==> config.mk <==
export PLATFORM = sky130hd
export DESIGN_NAME = ssel_out_ctrl
export DESIGN_NICKNAME = d
export VERILOG_FILES = /design/src/rtl/ssel_out_ctrl.sv
export SDC_FILE = /design/constraint.sdc
export NUM_CORES = 1
export LEC_CHECK = 0
export ABC_AREA = 1
export BUFFER_PORTS_ARGS = -buffer_cell sky130_fd_sc_hd__buf_2
export CAP_MARGIN = 20
export CORE_AREA = 2 2 39 41
export DETAILED_ROUTE_END_ITERATION = 10
export DIE_AREA = 0 0 41 43
export PLACE_DENSITY = 0.55
export SLEW_MARGIN = 40
export SYNTH_ARGS = -nofsm -noshare
export SYNTH_HDL_FRONTEND = slang
export SYNTH_SLANG_ARGS = --single-unit
==> constraint.sdc <==
create_clock -name clk -period 1 [get_ports clk]
set_input_delay 0.1 -clock clk [delete_from_list [all_inputs] [get_ports clk]]
set_output_delay 0.1 -clock clk [all_outputs]
set_load 0.1 [all_outputs]
==> src/rtl/ssel_out_ctrl.sv <==
module ssel_out_ctrl #(
  parameter int NLINES   = 2,
  parameter int HOLD_CYC = 2
) (
  input  logic              clk,
  input  logic              rst_n,
  input  logic [NLINES-1:0] sel_i,
  input  logic              auto_i,
  input  logic              act_high_i,
  input  logic              start_i,
  input  logic              done_i,
  output logic [NLINES-1:0] ss_o
);

  localparam int CW = (HOLD_CYC > 1) ? $clog2(HOLD_CYC) : 1;

  typedef enum logic [1:0] {IDLE, RUN, HOLD} st_t;

  st_t               st;
  logic [CW-1:0]     cnt;
  logic [NLINES-1:0] mask;
  logic [NLINES-1:0] man;
  logic [NLINES-1:0] act;
  logic              busy;

  always_ff @(posedge clk or negedge rst_n) begin
    if (!rst_n) begin
      st   <= IDLE;
      cnt  <= '0;
      mask <= '0;
      man  <= '0;
    end else begin
      man <= sel_i;
      if (!auto_i) begin
        st <= IDLE;
      end else begin
        case (st)
          IDLE: if (start_i) begin
            st   <= RUN;
            mask <= sel_i;
          end
          RUN: if (done_i) begin
            if (HOLD_CYC == 0) st <= IDLE;
            else begin
              st  <= HOLD;
              cnt <= CW'(HOLD_CYC - 1);
            end
          end
          HOLD: if (cnt == '0) st <= IDLE;
                else cnt <= cnt - 1'b1;
          default: st <= IDLE;
        endcase
      end
    end
  end

  assign busy = (st != IDLE);
  assign act  = auto_i ? (busy ? mask : '0) : man;
  assign ss_o = act_high_i ? act : ~act;

endmodule


Word level (Yosys, flattened, before mapping)
Index checks and enable logic that the tools add are counted.
{"block": "word_totals", "ff_bits": 7, "input_bits": 8, "output_inout_bits": 2, "elab_cells": 29}
{"block": "op_classes", "add_sub_neg": 1, "n_eq_ne": 6, "muxes": 11, "bitwise_logic": 1, "n_reduce_logical": 6}
{"op": "2-bit 2-to-1 mux", "n": 7}
{"op": "3-bit != test (second input constant)", "n": 3}
{"op": "3-bit AND reduction", "n": 3}
{"op": "2-bit case mux with 3 select lines", "n": 1}
{"op": "2-bit nonzero test", "n": 2}
{"op": "2-bit by 1-bit == test with 1-bit output (second input constant)", "n": 1}
{"op": "2-bit == test (second input constant)", "n": 1}
{"op": "2-bit logical NOT", "n": 1}
{"op": "1-bit 2-to-1 mux", "n": 2}
{"op": "2-bit != test (second input constant)", "n": 1}
{"op": "2-bit inverter", "n": 1}
{"op": "1-bit case mux with 2 select lines", "n": 1}
{"op": "1-bit subtractor (second input constant)", "n": 1}

Logic depth before layout (Yosys ltp)
Gate-level depths: netlist of the first run.
{"block": "logic_depth", "word_depth": 5, "ltp_mapped": 6}

Worst setup path before layout of the first run
OpenSTA, ideal clock, no wires.
{"block": "synth_timing", "path_type": "register to output", "startpoint": "register st[0]", "endpoint": "output port ss_o[0]", "t_arrival_ns": 1.301, "slack_ns": -0.401, "path_stages_with_launch": 6, "n_path_buf": 0, "cell_sequence": "dfrtp_1 -> inv_1 -> nand2_1 -> nand2_1 -> nand3_1 -> nand2_1"}
{"block": "synth_between", "elab_chain_len": 5}
{"element": "from (decl)", "line_no": "19", "text": "st_t st;"}
{"element": "from (signal assigned)", "line_no": "28", "text": "st <= IDLE;"}
{"element": "from (signal assigned)", "line_no": "35", "text": "st <= IDLE;"}
{"element": "from (signal assigned)", "line_no": "39", "text": "st <= RUN;"}
{"element": "2-bit nonzero test (*)", "line_no": "57", "text": "assign busy = (st != IDLE);"}
{"element": "2-bit 2-to-1 mux (*) (2 in a row)", "line_no": "58", "text": "assign act = auto_i ? (busy ? mask : '0) : man;"}
{"element": "2-bit inverter", "line_no": "59", "text": "assign ss_o = act_high_i ? act : ~act;"}
{"element": "2-bit 2-to-1 mux (*)", "line_no": "59"}
{"element": "to (decl)", "line_no": "12", "text": "output logic [NLINES-1:0] ss_o"}
Every way passes the cells marked *; elsewhere a longest branch is shown, timed or not.

Final worst setup path of the first run
{"block": "layout_timing", "startpoint": "register st[1]", "endpoint": "output port ss_o[1]"}
Same word-level chain as after synthesis.

==> results.txt, run 1 <==
----------------------------------------------------
[Drt]
  Detailed-routing iteration count for the pre-antenna-repair pass ... 2
  First DRT Iteration DRCs ... 1
  Per-cell routed wire length ... 9.057 um
  Final ANT Viol Nets ... 0
  Overall routed net length ... 797 um
  Per-cell via count in the routed design ... 4.148
  Count of vias placed by the detailed router ... 365
  DR DRC count ... 0

[Die]
  Die Width ... 41 um
  Number of top-level pins ... 10
  Core Rows ... 14
  Height of the chip ... 43 um
  Starting density of the core ... 26.40%
  Die Footprint ... 1763 um2
  Core region area ... 1384 um2

[Worst hold path]
  Worst Hold Class ... input pin to flop
  Hold path startpoint ... done_i
  Cells on Worst Hold Path ... 4
  Worst-case hold path end point ... st[0]

[Run status]
  Status ... finished, violations left
  Failing checks ... negative setup slack

[Synthesis]
  Yosys warnings ... 0
  Biggest area consumer among synthesized cells ... dfrtp_1
  Post-synthesis register bit count ... 7
  Netlist cell types ... 11
  Leading post-synthesis cells by cell area ... dfrtp_1 (48%), nand2_1 (20%), nand3_1 (8.2%)
  Post-synthesis instance area ... 365.4 um2
  Proportion of synthesized chip area in sequential cells ... 47.95%
  Number of standard cells after synthesis ... 48
  Per-instance average area after synthesis ... 7.611 um2
  Share of Yosys cell area claimed by the top area cell type ... 47.95%
  Synth Net Count ... 56

[Power and ir drop]
  Sum of internal, switching and leakage power ... 0.9816 mW
  Power share of the sequential group ... 35.6%
  Sw frac ... 34.18%
  Pwr Density ... 1455 nW/um2
  Peak supply drop ... 0.0006797 V
  Leak ... 0.3402 nW
  Combinational share of power ... 38.6%
  Switching power total ... 0.3355 mW
  Pint ... 0.6460 mW
  Clk network pwr share ... 25.8%

[CTS]
  Number of buffers added by the clock tree synthesis step ... 3
  Worst-case clock buffer depth ... 2
  TritonCTS clock tree ... done
  Number of clock sinks seen by CTS ... 7
  Clock latency on the worst-skew pair ... 250 ps
  CTS Root Buffer Type ... clkbuf_4
  Number of H-tree levels ... 1
  Clk pin slew, worst setup/hold paths ... 50 ps

[Global routing]
  Combined global-route utilization of all metal layers ... 11.55%
  Vias in the first global route ... 366
  Antenna violations before repair ... 0
  First-pass GRT wire length ... 1366 um
  Grt total ovfl ... 0
  Pin count of the biggest net entering global routing ... 8

[Timing]
  Number of pins with negative max-slew slack in the final report ... 0
  Final worst-path setup slack ... -348.2 ps
  Max-slew headroom ... 87.84%
  Maximum clock skew at final layout ... 2.165 ps
  Setup Total Neg Slack ... -1341 ps
  Setup-failing EPs final ... 5
  Final hold violation count ... 0
  Maximum clock frequency ... 741.7 MHz
  Post-Route Hold Slack ... 145.1 ps
  Tcrit/Tclk final ... 134.8%
  Clock period minus worst slack ... 1348 ps
  Slew of the pin with the lowest slew margin ... 182.2 ps
  Setup repair after global routing missed its margin ... true

[Setup path]
  Worst-path maximum fanout ... 3
  Critical path's largest stage delay ... 430 ps
  CP most frequent cell ... nand2_2
  Slowest stage cell, crit path ... dfrtp_1
  Worst path required time ... 900 ps
  Worst Setup End Kind ... primary output
  Data arrival time of the critical path ... 1250 ps
  Setup slack of the worst register-to-register path ... -230 ps
  Critical path class ... flop to primary output
  Critical path launch point type ... flop
  Cell-by-cell trace of the critical path ... inv_2 > nand2_2 > nand2_2 > nand3_4 > nand2_8 > buf_12
  R2R Path Start ... st[0]
  Destination of the worst register-to-register timing path ... cnt
  FF-to-FF path depth ... 8

[Finish]
  Antenna Diode Count ... 0
  Layout cell share with drive strength beyond 1 ... 55.56%
  Total Nets Final ... 81
  Post-route cell area ... 674.4 um2
  P&R area growth vs syn ... 84.59%

[Place]
  Count of input and output buffers ... 9
  Area of placed instances ... 546.8 um2
  Global placer's final weighted congestion ... 0.6951
  Detailed-placement wirelength estimate ... 594.8 um

[Job]
  Max-Cap Viols ... 0

----------------------------------------------------
==> cells in the mapped netlist (all sizes together) <==
cell    n
nand2  19
dfrtp   7
inv     7
nor2    3
nand3   6
o21ai   1
a21oi   1
nand4   3
buf     1
==> power groups by stage <==
stage / Combinational (mW) / Clock (mW) / Sequential, mW
after CTS: 0.355 / 0.263 / 0.350
final: 0.379 / 0.253 / 0.350
after global placement: 0.317 / 0 / 0.352
after global routing: 0.409 / 0.281 / 0.356
after floorplan: 0.209 / 0 / 0.349
after detailed placement: 0.318 / 0 / 0.354
==> final cells by class <==
type / instances / area [um2]
clock buffers: 4 / 26.28
fillers: 142 / 709.4
flip-flops and latches: 7 / 175.2
multi-input cells: 33 / 250.2
inverters: 7 / 26.28
repair buffers: 21 / 176.4
well taps: 16 / 20.02
==> per-layer routing <==
layer  track usage [%]  vias up  wire length, um
li1                  -      198                -
met1             13.25      161              347
met2             18.44        6              429
met3             1.571        0               21
met4             8.000        0                0
met5                 0        -                0
==> worst max-delay path: cells and delay by family (launching register included) <==
| family | cells | cell delay, ps |
|---|---|---|
| buffers and inverters | 2 | 240 |
| DFF | 1 | 430 |
| and+or+nand+nor | 4 | 320 |
==> sequential cells by signal, summed over array words and instances, names as in the netlist <==
name  count
man       2
mask      2
st        2
cnt       1
==> stage by stage <==
| stage | utilization [%] | setup slack, ps | instances |
|---|---|---|---|
| after floorplan | - | 6.766 | 48 |
| after global placement | 39.51 | -87.43 | 78 |
| after detailed placement | 39.51 | -100.8 | 78 |
| after CTS | 46.47 | -347.2 | 88 |
| after global routing | 48.73 | -401.8 | 88 |
| final | 48.73 | -348.2 | 88 |
==> logic make-up after synthesis <==
group | after synthesis | synth area share, %
buf+inv | 8 | 10.28
compound gates | 2 | 3.766
flops | 7 | 47.95
simple gates | 31 | 38.02
==> how the worst max path moves through the flow <==
stage,from,end
6_report,st[1],ss_o[1]
5_1_grt,st[0],ss_o[1]
4_1_cts,st[1],ss_o[1]
3_5_place_dp,st[1],ss_o[1]
3_3_place_gp,st[0],ss_o[0]
2_1_floorplan,st[1],ss_o[0]
==> placed cells by master (no fill, tap or decap), drive strengths merged <==
cell	count
nand2	19
buf	18
dfrtp	7
inv	7
nor2	3
dlygate4sd3	3
o21ai	1
clkbuf	4
nand3	6
nand4	3
a21oi	1
==> timing repair <==
action	in CTS	in global routing
pin swaps	8	4
endpoints found under the setup margin	4	7
hold buffers	3	0
cloned	0	0
hold endpoints to repair	9	0
resized for setup	5	8
setup buffers	4	1
(Power assumes the default switching activity.)
==> run 2: changes to the inputs <==
--- a/config.mk
+++ b/config.mk
@@ -12,6 +12,8 @@
 export DETAILED_ROUTE_END_ITERATION = 10
 export DIE_AREA = 0 0 41 43
 export PLACE_DENSITY = 0.55
+export REMOVE_ABC_BUFFERS = 1
+export SETUP_SLACK_MARGIN = 0.15
 export SLEW_MARGIN = 40
 export SYNTH_ARGS = -nofsm -noshare
 export SYNTH_HDL_FRONTEND = slang
==> run 2 against run 1 <==
Hold slack worse by 21 ps. Clock skew about the same. Utilization is 3.1 points lower. The flow still finishes with violations (negative setup slack). Sequential cell count stayed put. Maximum frequency is 4.5% higher. Largest cell class unchanged.
==> results.txt, run 2 (same netlist as run 1, synthesis figures left out) <==
----------------------------------------------------
[Setup path]
  Critical path class ... flop to primary output
  Critical path's largest stage delay ... 420 ps
  Critical path launch point type ... flop
  Data arrival time of the critical path ... 1190 ps
  Cell class contributing the biggest share of worst-path delay ... flip-flops
  Worst-path maximum fanout ... 3
  Slowest stage cell, crit path ... dfrtp_1
  Cell-by-cell trace of the critical path ... inv_2 > nand2_2 > nand2_2 > nand3_2 > nand2_2 > buf_12
  Buf+Inv Stages, Crit Path ... 2
  Worst Setup End Kind ... primary output
  CP most frequent cell ... nand2_2
  Worst path required time ... 900 ps

[Drt]
  DR DRC count ... 0
  Per-cell routed wire length ... 10.01 um
  Final ANT Viol Nets ... 0
  First DRT Iteration DRCs ... 1
  Detailed-routing iteration count for the pre-antenna-repair pass ... 2
  Count of vias placed by the detailed router ... 377
  Per-cell via count in the routed design ... 4.333
  Overall routed net length ... 871 um

[CTS]
  Number of buffers added by the clock tree synthesis step ... 3
  CTS Root Buffer Type ... clkbuf_4
  Number of H-tree levels ... 1
  Worst-case clock buffer depth ... 2
  TritonCTS clock tree ... done
  Clock latency on the worst-skew pair ... 250 ps
  Number of clock sinks seen by CTS ... 7
  Clk pin slew, worst setup/hold paths ... 50 ps

[Finish]
  Biggest regs ... man x2, mask x2, st x2
  Multi-input logic area ... 211.5 um2
  Layout cell share with drive strength beyond 1 ... 52.11%
  Total Nets Final ... 80
  Area occupied by registers ... 175.2 um2
  Antenna Diode Count ... 0
  Total of fill cells in the finished design ... 144
  Post-route cell area ... 631.9 um2
  P&R area growth vs syn ... 72.95%
  Top library cells by usage in the layout, fill and taps aside ... nand2_1 (14), dfrtp_1 (7), buf_2 (7)
  Commonest non-fill, non-tap cell in the layout ... nand2_1

[Timing]
  Number of pins with negative max-slew slack in the final report ... 0
  Slew of the pin with the lowest slew margin ... 171.6 ps
  Final hold violation count ... 0
  Maximum clock frequency ... 774.8 MHz
  Setup repair after global routing missed its margin ... true
  Tcrit/Tclk final ... 129.1%
  Clock period minus worst slack ... 1291 ps
  Max-slew headroom ... 88.56%
  Setup-failing EPs final ... 5
  Final worst-path setup slack ... -290.6 ps
  Maximum clock skew at final layout ... 2.556 ps

[Die]
  Die Footprint ... 1763 um2
  Number of top-level pins ... 10
  Height of the chip ... 43 um
  Core region area ... 1384 um2
  Starting density of the core ... 26.40%
  Die Width ... 41 um
  Core Rows ... 14

[Power and ir drop]
  Sw frac ... 33.79%
  Leak ... 0.3330 nW
  Pwr Density ... 1485 nW/um2
  Pint ... 0.6213 mW
  Power share of the sequential group ... 37.1%
  Combinational share of power ... 36.0%
  Clk network pwr share ... 26.9%
  Peak supply drop ... 0.0007294 V
  Switching power total ... 0.3170 mW

[Global routing]
  Antenna violations before repair ... 0
  Pin count of the biggest net entering global routing ... 9
  Combined global-route utilization of all metal layers ... 12.59%
  First-pass GRT wire length ... 1483 um
  Grt total ovfl ... 0
  Vias in the first global route ... 395

[Place]
  Count of input and output buffers ... 9
  Detailed-placement wirelength estimate ... 575.3 um
  Global placer's final weighted congestion ... 0.7115
  Pre-CTS setup slack ... -58.92 ps
  Area of placed instances ... 479.2 um2

[Job]
  Max-Cap Viols ... 0

[Run status]
  Status ... finished, violations left
  Failing checks ... negative setup slack

[Worst hold path]
  Worst Hold Class ... input pin to flop

----------------------------------------------------
run 2: cell count changes in the layout (fill, tap and decap cells not counted), moves of 2 or more:
| cell | previous run | this run |
|---|---|---|
| nand2_2 | 6 | 4 |
| nand2_8 | 2 | 0 |
| nand3_4 | 3 | 1 |
| nand2_1 | 11 | 14 |
| buf_4 | 8 | 6 |
run 2: worst min-delay path: cells and delay by family:
kind	cells	cell delay (ps)
buffers and inverters	1	90
and+or+nand+nor	3	150
run 2: through the flow:
stage	util (%)	hold WS [ps]	setup TNS [ps]	total power [mW]	std cells
2_1_floorplan	-	-195.6	-801.8	0.5119	47
3_3_place_gp	34.63	-60.80	-80.56	0.6168	76
3_5_place_dp	34.63	-55.72	-117.6	0.6186	76
4_1_cts	42.59	114.4	-605.7	0.9289	85
5_1_grt	45.66	134.0	-1155	1.002	87
6_report	45.66	123.8	-781.4	0.9383	87
run 2: cell type report:
class | instances | area share, %
multi-input combinational | 33 | 33.47
sequential | 7 | 27.72
timing repair buffer | 20 | 27.33
clock buffer | 4 | 4.158
inverter | 7 | 4.158
tap | 16 | 3.168
run 2: what timing repair did:
action | 4_1_cts | 5_1_grt
pin swaps | 4 | 2
setup buffers | 2 | 2
hold buffers | 3 | 0
setup endpoints to repair | 7 | 7
hold endpoints to repair | 9 | 0
resized for setup | 13 | 6
run 2: power groups by stage:
stage | Sequential (mW) | Clock (mW) | Combinational (mW)
CTS | 0.348 | 0.269 | 0.312
floorplan | 0.348 | 0 | 0.164
finish | 0.348 | 0.252 | 0.338
global placement | 0.351 | 0 | 0.266
global route | 0.354 | 0.278 | 0.370
detailed placement | 0.352 | 0 | 0.267
run 2: final timing paths:
path                       startpoint       to  slack, ps  cells after the start
max                             st[1]  ss_o[0]       -290                      6
min                            done_i    st[0]        120                      4
max reg2reg                     st[0]      cnt        -70                      7
min reg2reg                   mask[1]  mask[1]        480                      2
max in group asynchronous       rst_n    st[0]        620                      2
min in group asynchronous       rst_n   man[1]        220                      2
run 2: routing by layer:
layer	part of all wire, %	track usage, %	vias up
met1	42	15.00	175
met5	0	0	-
met2	55	20.00	5
met3	2.4	0	0
li1	-	-	197
met4	0	10.00	0
